[src/rtl/exc_pkg.sv]
package exc_pkg;
  localparam int NUM_EXC = 4;
  localparam int G_RST = 0;
  localparam int G_TRC = 1;
  localparam int G_IRQ = 2;
  localparam int G_TRP = 3;

  typedef enum logic [1:0] {
    BC_PLAIN  = 2'd0,
    BC_RTE    = 2'd1,
    BC_CTLMOD = 2'd2,
    BC_EXCEND = 2'd3
  } bnd_cls_e;

  localparam logic [1:0] MODE_TRACE = 2'd2;

  localparam int VEC_RST      = 0;
  localparam int VEC_TRC      = 5;
  localparam int VEC_IRQ      = 7;
  localparam int VEC_TRP_BASE = 8;
endpackage

[src/rtl/exc_reset_ctl.sv]
module exc_reset_ctl (
  input  logic clk,
  input  logic rst_n,
  input  logic res_pin,
  input  logic wdt_ovf,
  input  logic nmi,
  output logic rst_start,
  output logic rst_hold,
  output logic rst_manual
);
  logic pin_q;
  logic manual_q;

  always_ff @(posedge clk or negedge rst_n) begin
    if (!rst_n) pin_q <= 1'b1;
    else        pin_q <= res_pin;
  end

  assign rst_hold  = !res_pin;
  assign rst_start = res_pin && (!pin_q || wdt_ovf);

  always_ff @(posedge clk or negedge rst_n) begin
    if (!rst_n)         manual_q <= 1'b0;
    else if (rst_start) manual_q <= !nmi;
  end

  assign rst_manual = manual_q;
endmodule

[src/rtl/exc_trap_hold.sv]
module exc_trap_hold #(
  parameter int TRAP_W = 2
) (
  input  logic              clk,
  input  logic              rst_n,
  input  logic              flush,
  input  logic              stb,
  input  logic [TRAP_W-1:0] num,
  input  logic              taken,
  output logic              req,
  output logic [TRAP_W-1:0] num_o
);
  logic              pend_q;
  logic [TRAP_W-1:0] num_q;

  assign req   = pend_q || stb;
  assign num_o = pend_q ? num_q : num;

  always_ff @(posedge clk or negedge rst_n) begin
    if (!rst_n) begin
      pend_q <= 1'b0;
      num_q  <= '0;
    end else if (flush || taken) begin
      pend_q <= 1'b0;
    end else if (stb && !pend_q) begin
      pend_q <= 1'b1;
      num_q  <= num;
    end
  end
endmodule

[src/rtl/exc_pick.sv]
module exc_pick #(
  parameter int N = 4
) (
  input  logic [N-1:0] req,
  output logic [N-1:0] gnt
);
  for (genvar i = 0; i < N; i++) begin : g_bit
    if (i == 0) begin : g_top
      assign gnt[i] = req[i];
    end else begin : g_low
      assign gnt[i] = req[i] && !(|req[i-1:0]);
    end
  end
endmodule

[src/rtl/exc_priority_seq.sv]
module exc_priority_seq
  import exc_pkg::*;
#(
  parameter int IRQ_W  = 8,
  parameter int TRAP_W = 2,
  localparam int VEC_W = $clog2(VEC_TRP_BASE + (1 << TRAP_W))
) (
  input  logic               clk,
  input  logic               rst_n,
  input  logic               res_pin,
  input  logic               wdt_ovf,
  input  logic               nmi,
  input  logic [1:0]         intm,
  input  logic               trace_en,
  input  logic [IRQ_W-1:0]   irq_req,
  input  logic               trap_stb,
  input  logic [TRAP_W-1:0]  trap_num,
  input  logic               bnd_stb,
  input  logic [1:0]         bnd_cls,
  output logic [NUM_EXC-1:0] gnt,
  output logic [VEC_W-1:0]   vec,
  output logic               rst_manual
);
  bnd_cls_e          cls;
  logic              rst_start, rst_hold;
  logic              trap_req;
  logic [TRAP_W-1:0] trap_sel;
  logic              trc_ok, irq_ok;
  logic              after_rst_q;
  logic [NUM_EXC-1:0] live, gnt_nx, gnt_q;
  logic [VEC_W-1:0]  vec_nx, vec_q;

  assign cls = bnd_cls_e'(bnd_cls);

  exc_reset_ctl u_rst (
    .clk(clk), .rst_n(rst_n), .res_pin(res_pin), .wdt_ovf(wdt_ovf), .nmi(nmi),
    .rst_start(rst_start), .rst_hold(rst_hold), .rst_manual(rst_manual)
  );

  exc_trap_hold #(.TRAP_W(TRAP_W)) u_trap (
    .clk(clk), .rst_n(rst_n), .flush(rst_hold || rst_start),
    .stb(trap_stb && !rst_hold), .num(trap_num), .taken(gnt_nx[G_TRP]),
    .req(trap_req), .num_o(trap_sel)
  );

  assign trc_ok = bnd_stb && trace_en && (intm == MODE_TRACE) && (cls != BC_RTE);
  assign irq_ok = bnd_stb && (|irq_req) && (cls != BC_CTLMOD) && !after_rst_q;

  always_comb begin
    live        = '0;
    live[G_RST] = rst_start;
    live[G_TRC] = trc_ok;
    live[G_IRQ] = irq_ok;
    live[G_TRP] = trap_req;
    if (rst_hold) live = '0;
  end

  exc_pick #(.N(NUM_EXC)) u_pick (.req(live), .gnt(gnt_nx));

  always_comb begin
    vec_nx = '0;
    if (gnt_nx[G_RST])      vec_nx = VEC_W'(VEC_RST);
    else if (gnt_nx[G_TRC]) vec_nx = VEC_W'(VEC_TRC);
    else if (gnt_nx[G_IRQ]) vec_nx = VEC_W'(VEC_IRQ);
    else if (gnt_nx[G_TRP]) vec_nx = VEC_W'(VEC_TRP_BASE) + VEC_W'(trap_sel);
  end

  always_ff @(posedge clk or negedge rst_n) begin
    if (!rst_n)              after_rst_q <= 1'b0;
    else if (gnt_nx[G_RST])  after_rst_q <= 1'b1;
    else if (bnd_stb)        after_rst_q <= 1'b0;
  end

  always_ff @(posedge clk or negedge rst_n) begin
    if (!rst_n) begin
      gnt_q <= '0;
      vec_q <= '0;
    end else begin
      gnt_q <= gnt_nx;
      vec_q <= vec_nx;
    end
  end

  assign gnt = gnt_q;
  assign vec = vec_q;
endmodule

[config.mk]
export PLATFORM = sky130hd
export DESIGN_NAME = exc_priority_seq
export DESIGN_NICKNAME = d
export VERILOG_FILES = /design/src/rtl/exc_pkg.sv /design/src/rtl/exc_reset_ctl.sv /design/src/rtl/exc_trap_hold.sv /design/src/rtl/exc_pick.sv /design/src/rtl/exc_priority_seq.sv
export SDC_FILE = /design/constraint.sdc
export NUM_CORES = 1
export LEC_CHECK = 0
export BUFFER_PORTS_ARGS = -buffer_cell sky130_fd_sc_hd__buf_2
export CORE_MARGIN = 10
export CORE_UTILIZATION = 47
export CTS_CLUSTER_DIAMETER = 100
export DETAILED_ROUTE_END_ITERATION = 10
export PLACE_DENSITY_LB_ADDON = 0.08
export SLEW_MARGIN = 20
export SYNTH_ARGS = -nofsm -noshare
export SYNTH_HDL_FRONTEND = slang
export SYNTH_SLANG_ARGS = --single-unit
[constraint.sdc]
create_clock -name clk -period 3.3 [get_ports clk]
set_input_delay 0.33 -clock clk [delete_from_list [all_inputs] [get_ports clk]]
set_output_delay 0.33 -clock clk [all_outputs]
set_load 0.01 [all_outputs]
==> results.toml <==
[outcome]
status = "completed"

[run]
maxCapViolCount = 0

[setup_path]
path_class = "register to register"
required_ns = 3.47
crit_slowest_cell = "dfstp_2"
start_kind = "register"
r2r_cells = 6
r2r-end = "u_trap.num_q[0]$_DFFE_PN0P_"
path_cells = "nand2b_4, nand2_1, clkinv_1, nor4_4, nor4_4, mux2_1"
r2r-start = "u_rst.pin_q$_DFF_PN1_"
rrSetupSlack_ns = 1.51
critPathMaxFanout = 8
slowest_delay_ns = 0.55
cp_common_cell = "nor4_4"
cp.arrival_ns = 1.95
end_kind = "register"

[power_and_ir_drop]
p_int_w = 0.0002796
leakage_nw = 0.4222
power_w = 0.0003690
netSwitchingFraction = 0.2421
clkPwrFrac = 0.327
pwr-share-comb = 0.155
p_sw_w = 0.00008931
seq_power_share = 0.518
peakVddDrop_mv = 0.2970
power_density_nw_per_um2 = 427.4

[cts]
cts.sinks = 14
htree_levels = 1
cts_buffer_depth = 2
numCtsBuffers = 3
cts.clk_slew.worst_paths_ns = 0.08
worstSkewPairLatency_ns = 0.28
cts_tree = "built"
cts-root-buf = "clkbuf_4"

[hold_path]
hp-class = "input pin to register"
min_delay_path_depth = 1
worstHoldEndpoint = "u_rst.pin_q$_DFF_PN1_"
hold_start = "res_pin"

[floorplan]
ioPinCount = 31
rows = 13
core_area_um2 = 1301
die_w_um = 57.14
die-height_um = 57.14
design.die.area_um2 = 3264
start_util = 0.4981

[grt]
overflow = 0
track_usage = 0.09010
antenna_found_initial = 0
grt_pass1_vias = 555
grt_pass1_wl_mm = 2.415
grt_max_degree = 15

[timing]
min_period_over_period = 0.5409
whs_ns = 0.1877
worstMarginPinSlew_ns = 0.5157
timing.final.crit_period_ns = 1.785
rsz0062_at_grt = "false"
slew_violations = 0
fin_skew_ns = 0.005336
hold_viol = 0
setup-violations-final = 0
fin_setup_tns_ns = 0
max_freq_mhz = 560.2
max-slew-margin-rel = 0.6525

[yosys]
synth_edf_count = 0
synth_flop_cell = "dfrtp_1"
yosysWarnings = 0
synthCells = 50
yosysSeqAreaShare = 0.5425
async_flop_share = 1.000
ys_ff_latch = 14
ys_types = 20
syn_nets = 72
netlist_area_um2 = 648.1
avgSynthCellArea_um2 = 12.96

[drt]
drt_first_pass_iters = 4
via_per_inst = 5.000
drt_iter0_markers = 6
drc = 0
wire_per_inst_um = 13.71
wl_mm = 1.371
ant_nets = 0
dr_total_vias = 500

[layout]
layout_commonest_cell = "buf_2"
stdcell_count = 100
nNetsFinal = 108
diodes = 0
syn2layout_area_growth_pct = 33.20
drive_gt1_frac = 0.5294
mostFrequentLayoutCells = "30 x buf_2, 13 x dfrtp_1, 5 x nand2_1"

[placed_design]
io_buffer_count = 30
dp.final_hpwl_mm = 1.162
dp_cells = 95
gp_congestion = 0.8053
-- registers in the layout (all words and copies together), names as in the netlist --
register          cells
gnt                   4
vec                   4
u_trap.num_q          2
after_rst_q           1
u_rst.pin_q           1
u_rst.rst_manual      1
u_trap.pend_q         1
-- worst max path at each step --
stage / from / end / depth (start not counted)
2_1_floorplan: u_rst.pin_q$_DFF_PN1_ / u_trap.num_q[0]$_DFFE_PN0P_ / 6
3_3_place_gp: bnd_cls[1] / u_trap.num_q[1]$_DFFE_PN0P_ / 6
3_5_place_dp: bnd_cls[1] / u_trap.num_q[0]$_DFFE_PN0P_ / 6
4_1_cts: u_rst.pin_q$_DFF_PN1_ / u_trap.num_q[0]$_DFFE_PN0P_ / 6
5_1_grt: u_rst.pin_q$_DFF_PN1_ / u_trap.num_q[1]$_DFFE_PN0P_ / 6
6_report: u_rst.pin_q$_DFF_PN1_ / u_trap.num_q[0]$_DFFE_PN0P_ / 6
-- routing by layer --
layer,part of all wire,vias to the layer above,wire [µm],track usage
met5,0,-,0,0
met4,0.013,0,18,0.05034
met3,0.10,4,140,0.04646
met2,0.47,26,640,0.1364
met1,0.42,221,571,0.09949
li1,-,249,-,-
-- synth_stat cells (2+ instances only) --
master / count / area (µm²)
mux2_2: 2 / 22.52
nor4_4: 4 / 85.08
nand2_1: 5 / 18.77
inv_1: 2 / 7.510
nand3b_1: 2 / 15.01
o21ai_0: 3 / 15.01
nor3_1: 2 / 10.01
dfrtp_1: 13 / 325.3
a211oi_2: 2 / 25.02
nor2_1: 3 / 11.26
a21oi_1: 2 / 10.01
mux2_1: 2 / 22.52
-- metrics by stage --
| stage | worst slack [ns] | area, µm² | utilization |
|---|---|---|---|
| CTS | 1.502 | 863.3 | 0.6635 |
| global placement | 1.501 | 817.0 | 0.6279 |
| detailed placement | 1.471 | 817.0 | 0.6279 |
| finish | 1.515 | 863.3 | 0.6635 |
| floorplan | 1.673 | 648.1 | - |
| global route | 1.381 | 863.3 | 0.6635 |
-- repair_timing --
action,in CTS,in global routing
gates resized for setup,0,0
buffers inserted,0,0
endpoints found under the hold margin,13,0
hold buffers,1,0
-- power by group through the flow --
stage	clock [W]	combinational (W)	sequential, W
after floorplan	0	0.0000241	0.000197
after global placement	0	0.0000565	0.000194
after detailed placement	0	0.0000571	0.000195
after CTS	0.000123	0.0000586	0.000191
after global routing	0.000135	0.0000644	0.000193
final	0.000121	0.0000572	0.000191
-- worst max-delay path: cells and delay by family, from the launching register on --
kind                   cells  cell delay [ns]
DFF                        1             0.55
and+or+nand+nor            4             0.56
buffers and inverters      1             0.24
muxes                      1             0.31
-- final cells by class --
cell class	count	area, µm²
Clock buffer	4	36.28
Fill cell	110	437.9
Inverter	3	11.26
Multi-Input combinational cell	33	285.3
Sequential cell	14	351.6
Tap cell	15	18.77
Timing Repair Buffer	31	160.2
-- cell families (layout without fill, tap and decap cells) --
group / count (synthesis) / in the layout / share of synthesized area
buffers and inverters: 3 / 38 / 0.01737
muxes: 4 / 4 / 0.06949
DFF: 14 / 14 / 0.5425
AOI/OAI and AO/OA: 9 / 9 / 0.1023
and+or+nand+nor: 20 / 20 / 0.2683
(Power assumes the default switching activity.)
